## config.mk

```make
export PLATFORM = sky130hd
export DESIGN_NAME = adc_seq_ctrl
export DESIGN_NICKNAME = d
export VERILOG_FILES = /design/src/rtl/adc_seq_ctrl.sv
export SDC_FILE = /design/constraint.sdc
export NUM_CORES = 1
export LEC_CHECK = 0
export ABC_AREA = 1
export BUFFER_PORTS_ARGS = -buffer_cell sky130_fd_sc_hd__clkbuf_2
export CAP_MARGIN = 30
export CORE_ASPECT_RATIO = 1.75
export CORE_MARGIN = 3
export CORE_UTILIZATION = 59
export CTS_BUF_LIST = sky130_fd_sc_hd__clkbuf_4
export CTS_CLUSTER_SIZE = 28
export DETAILED_ROUTE_END_ITERATION = 8
export GPL_TIMING_DRIVEN = 0
export HOLD_SLACK_MARGIN = 0.03
export PLACE_DENSITY = 0.83
export SETUP_SLACK_MARGIN = 0.02
export SKIP_LAST_GASP = 1
export SYNTH_ARGS = -nofsm -noshare
export SYNTH_HDL_FRONTEND = slang
export SYNTH_SLANG_ARGS = --single-unit
export TNS_END_PERCENT = 30
```

## constraint.sdc

```tcl
create_clock -name clk -period 2.58 [get_ports clk]
set_clock_uncertainty 0.15 [all_clocks]
set_input_delay 0.258 -clock clk [delete_from_list [all_inputs] [get_ports clk]]
set_output_delay 0.258 -clock clk [all_outputs]
set_load 0.05 [all_outputs]
```

## src/rtl/adc_seq_ctrl.sv

```systemverilog
module adc_seq_ctrl #(
  parameter int NSLOT = 8,
  parameter int NCH   = 8,
  parameter int CHW   = 4,
  parameter int NUSER = 4
) (
  input  logic           clk,
  input  logic           rst_n,
  input  logic           reg_we,
  input  logic [1:0]     reg_addr,
  input  logic [31:0]    reg_wdata,
  output logic [31:0]    reg_rdata,
  input  logic           trigger,
  output logic           conv_req,
  output logic [CHW-1:0] conv_chan,
  input  logic           conv_done,
  output logic           seq_done,
  output logic           overrun
);
  localparam int SLW  = NSLOT * CHW;
  localparam int NPOS = (NSLOT > NCH) ? NSLOT : NCH;
  localparam int PW   = $clog2(NPOS);

  logic           useq_q, wp_q, ovr_q, req_q, done_q, snap_useq;
  logic [SLW-1:0] slot_q, snap_slot;
  logic [NCH-1:0] chen_q, snap_chen;
  logic [PW-1:0]  pos_q, first_pos, nxt_pos;
  logic [CHW-1:0] chan_q;
  logic           first_found, nxt_found;
  logic           unused_bits;

  function automatic logic [CHW-1:0] chan_of(input logic um, input logic [SLW-1:0] sl, input int p);
    if (um && p < NSLOT) return sl[p*CHW +: CHW];
    return CHW'(p);
  endfunction

  function automatic logic pos_ok(input logic um, input logic [SLW-1:0] sl,
                                  input logic [NCH-1:0] ce, input int p);
    logic [CHW-1:0] c;
    logic ok;
    ok = 1'b0;
    c = chan_of(um, sl, p);
    for (int k = 0; k < NCH; k++)
      if (int'(c) == k && ce[k] && (!um || k < NUSER)) ok = 1'b1;
    if (um && p >= NSLOT) ok = 1'b0;
    if (!um && p >= NCH) ok = 1'b0;
    return ok;
  endfunction

  always_comb begin
    first_found = 1'b0;
    first_pos   = '0;
    nxt_found   = 1'b0;
    nxt_pos     = '0;
    for (int p = NPOS - 1; p >= 0; p--) begin
      if (pos_ok(useq_q, slot_q, chen_q, p)) begin
        first_found = 1'b1;
        first_pos   = PW'(p);
      end
      if (p > int'(pos_q) && pos_ok(snap_useq, snap_slot, snap_chen, p)) begin
        nxt_found = 1'b1;
        nxt_pos   = PW'(p);
      end
    end
  end

  always_ff @(posedge clk) begin
    if (!rst_n) begin
      useq_q    <= 1'b0;
      wp_q      <= 1'b0;
      slot_q    <= '0;
      chen_q    <= '0;
      ovr_q     <= 1'b0;
      req_q     <= 1'b0;
      done_q    <= 1'b0;
      pos_q     <= '0;
      chan_q    <= '0;
      snap_useq <= 1'b0;
      snap_slot <= '0;
      snap_chen <= '0;
    end else begin
      done_q <= 1'b0;
      if (reg_we) begin
        case (reg_addr)
          2'd0: {wp_q, useq_q} <= reg_wdata[1:0];
          2'd1: if (!wp_q) slot_q <= reg_wdata[SLW-1:0];
          2'd2: chen_q <= reg_wdata[NCH-1:0];
          default: if (reg_wdata[1]) ovr_q <= 1'b0;
        endcase
      end
      if (trigger && req_q) ovr_q <= 1'b1;
      if (trigger && !req_q) begin
        snap_useq <= useq_q;
        snap_slot <= slot_q;
        snap_chen <= chen_q;
        if (first_found) begin
          req_q  <= 1'b1;
          pos_q  <= first_pos;
          chan_q <= chan_of(useq_q, slot_q, int'(first_pos));
        end else begin
          done_q <= 1'b1;
        end
      end
      if (req_q && conv_done) begin
        if (nxt_found) begin
          pos_q  <= nxt_pos;
          chan_q <= chan_of(snap_useq, snap_slot, int'(nxt_pos));
        end else begin
          req_q  <= 1'b0;
          done_q <= 1'b1;
        end
      end
    end
  end

  always_comb begin
    case (reg_addr)
      2'd0:    reg_rdata = {30'd0, wp_q, useq_q};
      2'd1:    reg_rdata = 32'(slot_q);
      2'd2:    reg_rdata = 32'(chen_q);
      default: reg_rdata = {30'd0, ovr_q, req_q};
    endcase
  end

  assign unused_bits = ^reg_wdata;
  assign conv_req    = req_q;
  assign conv_chan   = chan_q;
  assign seq_done    = done_q;
  assign overrun     = ovr_q;
endmodule

```

# [Word level (Yosys, flattened, before mapping)]
# Index checks and enable logic that the tools add are counted.
[op_classes] n_shift=2 eq_ne=108 bitwise_logic=1 n_lt_le_gt_ge=7 n_reduce_logical=216 mux=213
[ops] op="$eq A4 B4 Y1 const B" count=60
[ops] op="$logic_and A1 B1 Y1" count=190
[ops] op="$mux W1" count=155
[ops] op="$mux W4" count=38
[ops] op="$eq A4 B3 Y1 const B" count=30
[ops] op="$pmux W32 S3" count=1
[ops] op="$shiftx A32 B6 Y4" count=2
[ops] op="$eq A4 B2 Y1 const B" count=15
[ops] op="$logic_not A4 Y1" count=15
[ops] op="$mux W3" count=19
[ops] op="$gt A3 B3 Y1 const A" count=4
[ops] op="$gt A2 B3 Y1 const A" count=2
[ops] op="$reduce_and A3 Y1" count=2
[ops] op="$reduce_and A2 Y1" count=2
[ops] op="$reduce_bool A2 Y1" count=2
[ops] op="$gt A1 B3 Y1 const A" count=1
[ops] op="$logic_not A1 Y1" count=3
[ops] op="$reduce_or A3 Y1" count=1
[ops] op="$eq A2 B1 Y1 const B" count=1
[ops] op="$eq A2 B2 Y1 const B" count=1
[ops] op="$logic_not A2 Y1" count=1
[ops] op="$ne A2 B1 Y1 const B" count=1
[ops] op="$not A1 Y1" count=1
[totals] out_inout_bits=39 in_bits=39 word_cells=559 regBits=93

# [Depth between registers and ports, before layout]
# Gate-level depths: netlist (run 1).
[depth] word_depth=28 ltp_mapped=21 ltp_nobuf=21

# [Worst setup path before layout (run 1)]
# Ideal clock, no wire load.
[synth_timing] kind="input -> output" startpoint="input port reg_addr[1]" endpoint="output port reg_rdata[2]" path_slack_ps=536 cell_stages=4 required_ps=2172 arrival_ps=1636 n_path_buf=0 path_cell_list="inv_1 > nor2_1 > inv_1 > o21ai_0"
[synth_via] elab_chain_len=2 elab_cells_between_ends=4 cone_classes="eq/ne (2); mux (1); reduce/logical (1)"
[synth_lines] item="from (decl)" line="10" rtl="input logic [1:0] reg_addr,"
[synth_lines] item="$eq A2 B2 Y1 (tied with other cells)" line="117" rtl="case (reg_addr)"
[synth_lines] item="$pmux W32 S3 *" line="117"
[synth_lines] item="to (decl)" line="12" rtl="output logic [31:0] reg_rdata,"
# Every way passes the cells marked *; elsewhere a longest branch is shown, timed or not.

# [Worst setup path after layout (run 1)]
[layout_timing] startpoint="register slot_q[20]" endpoint="register chan_q[0] (netlist: conv_chan[0])"
[layout_via] elab_chain_len=25 elab_cells_between_ends=49 cone_classes="eq/ne (7); shift (1); mux (28); reduce/logical (13)"
[layout_lines] item="from (decl)" line="25" rtl="logic [SLW-1:0] slot_q, snap_slot;"
[layout_lines] item="from (signal assigned)" line="86" rtl="2'd1: if (!wp_q) slot_q <= reg_wdata[SLW-1:0];"
[layout_lines] item="$mux W4" line="33" rtl="if (um && p < NSLOT) return sl[p*CHW +: CHW];"
[layout_lines] item="$mux W4" line="34" rtl="return CHW'(p);"
[layout_lines] item="$logic_not A4 Y1" line="44" rtl="if (int'(c) == k && ce[k] && (!um || k < NUSER)) ok = 1'b1;"
[layout_lines] item="$logic_and A1 B1 Y1" line="44"
[layout_lines] item="$mux W1 (8 in a row)" line="44"
[layout_lines] item="$mux W3 (6 in a row)" line="56" rtl="if (pos_ok(useq_q, slot_q, chen_q, p)) begin"
[layout_lines] item="$shiftx A32 B6 Y4" line="33"
[layout_lines] item="$mux W4" line="33"
[layout_lines] item="$mux W4" line="34"
[layout_lines] item="$mux W4 *" line="96" rtl="if (first_found) begin"
[layout_lines] item="$mux W4 *" line="92" rtl="if (trigger && !req_q) begin"
[layout_lines] item="$mux W4" line="105" rtl="if (nxt_found) begin"
[layout_lines] item="$mux W4 *" line="104" rtl="if (req_q && conv_done) begin"
[layout_lines] item="to (signal assigned)" line="99" rtl="chan_q <= chan_of(useq_q, slot_q, int'(first_pos));"
[layout_lines] item="to (signal assigned)" line="107" rtl="chan_q <= chan_of(snap_useq, snap_slot, int'(nxt_pos));"
[layout_lines] item="to (decl)" line="28" rtl="logic [CHW-1:0] chan_q;"
# Every way passes the cells marked *; elsewhere a longest branch is shown, timed or not. The select of a mux whose other input is x is not followed.
# A chain may end at the register's enable or synchronous reset.

==> results.txt, run 1 <==
final worst hold slack = 0.0480 ns
most common flop cell mapped by yosys = sky130_fd_sc_hd__dfxtp_1
standard-cell row count = 43
Die Footprint = 9580 um2
Reg2Reg Launch Point = slot_q[20]$_SDFFE_PN0P_
TritonCTS sink count = 91
TritonCTS clock tree = yes
largest net degree at the start of global routing = 15
count of state elements after synthesis = 91
count of cells along the worst hold path = 2
CP Class = flop to flop
normalized max-slew margin = 56.4%
share of layout cells above drive strength 1 = 17.8%
delay of the slowest critical-path stage = 0.34 ns
commonest non-fill, non-tap cell in the layout = sky130_fd_sc_hd__nand2_1
Final Net Count = 898
wire length per cell after detailed routing = 19.1 um
Max IR drop VDD = 0.437 mV
antenna violations before repair = 1
number of buffers inserted by port buffering = 76
first-pass GRT wire length = 28200 um
maximum clock frequency = 405 MHz
Syn Nets = 776
horizontal die dimension = 75.3 um
number of cells produced by synthesis = 737
cts bufs inserted = 9
final routed DRC violation total = 0
die outline height = 127 um
number of pins exceeding their max-slew limit in the final report = 0
MaxCap Viol Count = 0
final count of negative-setup-slack endpoints = 0
ports placed on the boundary = 78
cell area after technology mapping = 4950 um2
Max Fanout on Critical Path = 10
final core occ = 73.4%
cell area after layout = 5930 um2
status = completed
cell-by-cell listing of the critical path = inv_1 -> nand2_1 -> nand3_1 -> o21ai_1 -> nor2_1 -> nor2_1 -> nor2_2 -> nand2_2 -> o21ai_2 -> nand2_2 -> buf_6 -> o211ai_2 -> nand3_1 -> nand2_1 -> inv_1 -> nor2_1 -> nor2_1
unique cell type count in the Yosys netlist = 40
maximum level of the CTS H-tree = 3
Layout fillers = 688
Syn. warnings = 0
Starting Density = 61.4%
Final Cycle Share = 95.6%
vias after detailed routing = 5979
multi-input logic area = 2650 um2
count of buffer and inverter cells on the critical path = 3
worst-skew pair later-pin latency = 0.46 ns
Hold Vio Cnt, Final = 0
most used cells in the layout excluding fill and tap cells = 107 x sky130_fd_sc_hd__nand2_1, 102 x sky130_fd_sc_hd__o21ai_0, 93 x sky130_fd_sc_hd__a21oi_1, 86 x sky130_fd_sc_hd__dfxtp_1, 76 x sky130_fd_sc_hd__clkbuf_2
Critical Path Start Type = flop
Slew @ Worst Pin = 0.654 ns
Post-synth ARST share = 0%
data required time of the worst path = 2.81 ns
Worst Reg2Reg Path Length in Cells = 17
per-instance average area after synthesis = 6.72 um2
routed via count divided by cell count = 6.25
CP Launch Point = slot_q[20]$_SDFFE_PN0P_
Hold Path Origin = rst_n
Top cell by count, worst path = sky130_fd_sc_hd__nor2_1
floorplan core area = 8070 um2
unrepaired setup endpoints after global routing = yes
arrival time worst endpoint = 2.70 ns
Crit. path cell count = 17
violation count after the first detailed-route iteration = 621
wirelength, routed = 18200 um
Area Overhead vs Synth = 19.6%
remaining number of nets flagged by the antenna check after routing = 0
area of all sequential standard cells = 1830 um2
Pleak = 0.00247 uW
number of enable flip-flop cells after synthesis = 0
Detailed Place HPWL = 13300 um
crit path time final = 2.47 ns
Remaining Overflow, GRT = 0
CTS max path bufs = 2
portion of the post-synthesis area used by sequential elements = 36.8%
type of element capturing the critical path = flop
Slowest cell on crit path = sky130_fd_sc_hd__dfxtp_1
category of cells accounting for the largest share of critical-path delay = simple AND/OR/NAND/NOR gates
TritonRoute pass-1 iters = 7
power per cell area = 586 nW/um2
number of global-route vias before repair = 5642
Worst-path clk slew = 0.14 ns
class of the tightest hold or removal check = primary input to flop
total global-route track usage = 38.7%
weighted congestion at the end of routability-driven global placement = 1.02
postcts setup bufs = 0
placement-stage cell area = 5450 um2
CTS root buffer = sky130_fd_sc_hd__clkbuf_4
registers in the layout, indices dropped and copies added, names as in the netlist:
register   flops
chen_q         8
conv_chan      4
conv_req       1
overrun        1
pos_q          3
seq_done       1
slot_q        32
snap_chen      8
snap_slot     30
snap_useq      1
useq_q         1
wp_q           1
cell type report:
class,count,share of cell area (%)
Tap cell,90,1.90
Clock buffer,11,1.39
Buffer,37,3.10
Multi-Input combinational cell,529,44.6
Antenna cell,2,0.0844
Clock inverter,5,0.507
Inverter,80,5.19
Timing Repair Buffer,111,12.3
Sequential cell,91,30.8
Yosys cell counts, types with 2 or more instances:
master	n	area [um2]
sky130_fd_sc_hd__buf_2	3	15.0
sky130_fd_sc_hd__nand3_1	48	240
sky130_fd_sc_hd__nand2_4	3	33.8
sky130_fd_sc_hd__inv_2	9	33.8
sky130_fd_sc_hd__a211oi_1	2	15.0
sky130_fd_sc_hd__o21ai_0	103	515
sky130_fd_sc_hd__nor3_1	9	45.0
sky130_fd_sc_hd__clkbuf_1	27	101
sky130_fd_sc_hd__nor2_2	5	31.3
sky130_fd_sc_hd__inv_1	67	251
sky130_fd_sc_hd__nand4_1	26	163
sky130_fd_sc_hd__dfxtp_1	91	1820
sky130_fd_sc_hd__buf_6	4	45.0
sky130_fd_sc_hd__nand2_1	107	402
sky130_fd_sc_hd__nor2_4	2	22.5
sky130_fd_sc_hd__buf_4	3	22.5
sky130_fd_sc_hd__o21ai_2	2	17.5
sky130_fd_sc_hd__o2111ai_1	3	26.3
sky130_fd_sc_hd__o211ai_1	2	15.0
sky130_fd_sc_hd__a21oi_1	93	465
sky130_fd_sc_hd__o211ai_2	2	25.0
sky130_fd_sc_hd__nor2_1	67	251
sky130_fd_sc_hd__nand2_2	16	100
sky130_fd_sc_hd__clkinv_1	2	7.51
sky130_fd_sc_hd__a21oi_2	3	26.3
sky130_fd_sc_hd__o21ai_1	21	105
sky130_fd_sc_hd__nand3_2	2	20.0
sky130_fd_sc_hd__o22ai_1	3	18.8
report_power, final:
part           internal, uW  leakage [uW]  total (uW)  switching (uW)
sequential             1520      0.000749        1650             122
combinational           352       0.00166        1120             770
clock                   216     0.0000659         703             487
total                  2090       0.00247        3470            1380
worst register-to-register path: stages (launching register included):
cell and delay, ns:
sky130_fd_sc_hd__dfxtp_1 0.34, sky130_fd_sc_hd__inv_1 0.26, sky130_fd_sc_hd__nand2_1 0.14, sky130_fd_sc_hd__nand3_1 0.09, sky130_fd_sc_hd__o21ai_1 0.06, sky130_fd_sc_hd__nor2_1 0.12, sky130_fd_sc_hd__nor2_1 0.06, sky130_fd_sc_hd__nor2_2 0.13
sky130_fd_sc_hd__nand2_2 0.12, sky130_fd_sc_hd__o21ai_2 0.15, sky130_fd_sc_hd__nand2_2 0.09, sky130_fd_sc_hd__buf_6 0.16, sky130_fd_sc_hd__o211ai_2 0.14, sky130_fd_sc_hd__nand3_1 0.13, sky130_fd_sc_hd__nand2_1 0.08, sky130_fd_sc_hd__inv_1 0.04
sky130_fd_sc_hd__nor2_1 0.09, sky130_fd_sc_hd__nor2_1 0.04
final timing paths:
kind / to / slack [ns]
worst max-delay path: conv_chan[0]$_SDFF_PN0_ / 0.11
worst max register to register: conv_chan[0]$_SDFF_PN0_ / 0.11
worst min-delay path: seq_done$_SDFF_PN0_ / 0.05
worst min register to register: conv_chan[3]$_SDFF_PN0_ / 0.34
per-stage QoR:
step	TNS, ns	cells	setup WS (ns)	total power [uW]
6_report	0	956	0.113	3470
5_1_grt	0	955	0.0129	3630
4_1_cts	0	954	0.115	3430
3_5_place_dp	-3.00	903	-0.164	2710
3_3_place_gp	-0.723	903	-0.0847	2680
2_1_floorplan	0	737	0.536	2400
metal layers:
metal | GRT usage, % | vias up | part of all wire (%)
met5 | 0 | - | 0
met4 | 27.5 | 0 | 7.7
met3 | 7.72 | 94 | 7.9
met2 | 64.3 | 362 | 50
met1 | 42.4 | 2773 | 34
li1 | - | 2750 | -
cell families (layout without fill, tap and decap cells):
family | Yosys count | after routing | synth area share, %
and+or+nand+nor | 288 | 288 | 27.1
buffers and inverters | 117 | 244 | 9.92
other | 0 | 2 | 0
DFF | 91 | 91 | 36.8
AOI/OAI and AO/OA | 241 | 241 | 26.2
timing repair:
item / CTS / global route
endpoints found under the hold margin: 55 / 0
resized for setup: 0 / 7
hold buffers: 35 / 0
endpoints found under the setup margin: 0 / 7
No activity file was read; power rests on OpenSTA's default activity.
==> inputs of run 2 (changes only) <==
--- a/config.mk
+++ b/config.mk
@@ -16,8 +16,8 @@
 export DETAILED_ROUTE_END_ITERATION = 8
 export GPL_TIMING_DRIVEN = 0
 export HOLD_SLACK_MARGIN = 0.03
-export PLACE_DENSITY = 0.83
-export SETUP_SLACK_MARGIN = 0.02
+export PLACE_DENSITY = 0.8
+export SETUP_SLACK_MARGIN = 0.5
 export SKIP_LAST_GASP = 1
 export SYNTH_ARGS = -nofsm -noshare
 export SYNTH_HDL_FRONTEND = slang
==> results.txt, run 2 (synthesis results as in run 1) <==
commonest non-fill, non-tap cell in the layout = sky130_fd_sc_hd__o21ai_0
first-pass GRT wire length = 28300 um (+0.54%)
Reg2Reg Setup Slack = 0.18 ns (+0.07 ns)
Worst Reg2Reg Path Length in Cells = 18 (+1)
TritonRoute pass-1 iters = 5 (-2)
weighted congestion at the end of routability-driven global placement = 1.00 (-1.7%)
MaxCap Viol Count = 0 (unchanged)
destination of the worst register-to-register timing path = conv_chan[2]$_SDFF_PN0_
violation count after the first detailed-route iteration = 625 (+0.64%)
final routed DRC violation total = 0 (unchanged)
standard-cell row count = 43 (unchanged)
final core occ = 78.8% (+5.3 points)
flip-flop count of the largest register after layout = 32 (unchanged)
die outline height = 127 um (unchanged)
most used cells in the layout excluding fill and tap cells = 101 x sky130_fd_sc_hd__o21ai_0, 94 x sky130_fd_sc_hd__nand2_1, 88 x sky130_fd_sc_hd__a21oi_1, 80 x sky130_fd_sc_hd__dfxtp_1, 78 x sky130_fd_sc_hd__clkbuf_2
final count of negative-setup-slack endpoints = 0 (unchanged)
number of pins exceeding their max-slew limit in the final report = 0 (unchanged)
class of the tightest hold or removal check = primary input to flop
register containing the most flip-flops in the final layout = slot_q
Final Net Count = 919 (+2.3%)
Hold Vio Cnt, Final = 0 (unchanged)
antenna violations before repair = 2 (+1)
Starting Density = 61.4% (unchanged)
Hold Path Sink = snap_slot[24]$_SDFFE_PN0P_
TritonCTS sink count = 91 (unchanged)
Area Overhead vs Synth = 28.3%
normalized max-slew margin = 57.9% (+1.5 points)
Worst-path clk slew = 0.14 ns (about the same)
number of standard cells in the layout, taps in and fillers out = 977 (+2.2%)
final worst hold slack = 0.0547 ns (+0.00670 ns)
Critical Path Start Type = flop
Reg2Reg Launch Point = useq_q$_SDFFE_PN0P_
Slew @ Worst Pin = 0.632 ns (-0.0221 ns)
vias after detailed routing = 6172 (+3.2%)
Final Cycle Share = 93.0% (-2.6 points)
area of all sequential standard cells = 1840 um2 (+0.82%)
power per cell area = 618 nW/um2 (+5.6%)
remaining number of nets flagged by the antenna check after routing = 0 (unchanged)
registers with the highest flip-flop counts = slot_q (32), snap_slot (30)
Pleak = 0.00267 uW (+7.8%)
Max IR drop VDD = 0.429 mV (-1.7%)
ports placed on the boundary = 78 (unchanged)
worst-skew pair later-pin latency = 0.47 ns (about the same)
maximum level of the CTS H-tree = 3 (unchanged)
horizontal die dimension = 75.3 um (unchanged)
type of element capturing the critical path = flop
Placed Cells = 903 (unchanged)
Max Fanout on Critical Path = 8 (-2)
Layout fillers = 584 (-15%)
share of layout cells above drive strength 1 = 25.0% (+7.1 points)
TritonCTS clock tree = yes
arrival time worst endpoint = 2.65 ns (-0.05 ns)
CP Class = flop to flop
crit path time final = 2.40 ns (-0.0663 ns)
wire length per cell after detailed routing = 19.2 um (+0.59%)
Die Footprint = 9580 um2 (unchanged)
unrepaired setup endpoints after global routing = yes
number of buffers inserted by port buffering = 76 (unchanged)
cts bufs inserted = 9 (unchanged)
number of global-route vias before repair = 5696 (+0.96%)
wirelength, routed = 18700 um (+2.8%)
CTS max path bufs = 2 (unchanged)
Detailed Place HPWL = 13000 um (-2.0%)
count of cells along the worst hold path = 3 (+1)
total global-route track usage = 38.9% (+0.17 points)
multi-input logic area = 2780 um2 (+5.0%)
maximum clock frequency = 417 MHz (+2.8%)
data required time of the worst path = 2.83 ns (+0.02 ns)
routed via count divided by cell count = 6.32 (+1.0%)
status = completed
Hold Path Origin = rst_n
Remaining Overflow, GRT = 0 (unchanged)
floorplan core area = 8070 um2 (unchanged)
CTS root buffer = sky130_fd_sc_hd__clkbuf_4
largest net degree at the start of global routing = 16 (+1)
-- run 2: changes by cell type in the layout (fill, tap and decap cells not counted), sizes merged --
| cell | previous run | this run |
|---|---|---|
| bufinv | 0 | 3 |
| buf | 10 | 30 |
| clkinv | 7 | 5 |
| clkbuf | 114 | 113 |
| clkinvlp | 0 | 1 |
-- run 2: area by class of cell --
| type | instances | share of cell area [%] |
|---|---|---|
| clock buffers | 9 | 1.06 |
| repair buffers | 132 | 14.5 |
| well taps | 90 | 1.77 |
| flip-flops and latches | 91 | 29.0 |
| clock inverters | 7 | 1.83 |
| diodes | 2 | 0.0787 |
| inverters | 80 | 4.92 |
| multi-input cells | 529 | 43.7 |
| plain buffers | 37 | 3.15 |
-- run 2: stage by stage --
stage	total power, uW	instance area, um2	setup WS, ns	setup TNS (ns)
after floorplan	2400	4950	0.536	0
after global placement	2670	5450	-0.117	-0.692
after detailed placement	2700	5450	-0.181	-2.55
after CTS	3780	6150	0.305	0
after global routing	4090	6360	0.0394	0
final	3930	6360	0.179	0
-- run 2: power by group --
group | total (uW) | leakage, uW | internal, uW | switching (uW)
sequential | 1660 | 0.000752 | 1520 | 133
clock | 989 | 0.0000959 | 488 | 501
combinational | 1290 | 0.00182 | 454 | 833
-- run 2: how the worst max path moves through the flow --
stage	start	to	depth (start not counted)
after floorplan	reg_addr[1]	reg_rdata[2]	4
after global placement	reg_addr[0]	slot_q[6]$_SDFFE_PN0P_	10
after detailed placement	reg_addr[0]	slot_q[22]$_SDFFE_PN0P_	10
after CTS	snap_useq$_SDFFE_PN0P_	conv_chan[1]$_SDFF_PN0_	19
after global routing	useq_q$_SDFFE_PN0P_	conv_chan[2]$_SDFF_PN0_	18
final	useq_q$_SDFFE_PN0P_	conv_chan[2]$_SDFF_PN0_	18
-- run 2: worst max-delay path, stage by stage, from the launching register on --
cell                      delay (ns)
sky130_fd_sc_hd__dfxtp_4        0.41
sky130_fd_sc_hd__buf_8          0.14
sky130_fd_sc_hd__buf_12         0.11
sky130_fd_sc_hd__nand3_2        0.06
sky130_fd_sc_hd__o21ai_1        0.15
sky130_fd_sc_hd__nor2_1         0.06
sky130_fd_sc_hd__nor2_1         0.19
sky130_fd_sc_hd__nor2_2         0.08
sky130_fd_sc_hd__nand2_2        0.12
sky130_fd_sc_hd__inv_2          0.07
sky130_fd_sc_hd__nand2_2        0.07
sky130_fd_sc_hd__nand2_4        0.08
sky130_fd_sc_hd__o21ai_1        0.15
sky130_fd_sc_hd__nand2_1        0.08
sky130_fd_sc_hd__nand2_2        0.09
sky130_fd_sc_hd__nand2_1        0.07
sky130_fd_sc_hd__nand2_1        0.07
sky130_fd_sc_hd__nand2_1        0.06
sky130_fd_sc_hd__a21oi_2        0.13
-- run 2: timing repair --
item	in CTS	in global routing
resized for setup	27	47
hold buffers	35	0
setup buffers	11	7
endpoints found under the setup margin	65	84
endpoints found under the hold margin	53	0
gates cloned	1	2
pin swaps	9	34
-- run 2: routing by layer --
metal | GRT usage (%) | up-vias | wire length, um
met1 | 44.1 | 2806 | 6220
li1 | - | 2803 | -
met2 | 64.2 | 429 | 9140
met4 | 27.7 | 0 | 1740
met5 | 0 | - | 0
met3 | 5.75 | 134 | 1660
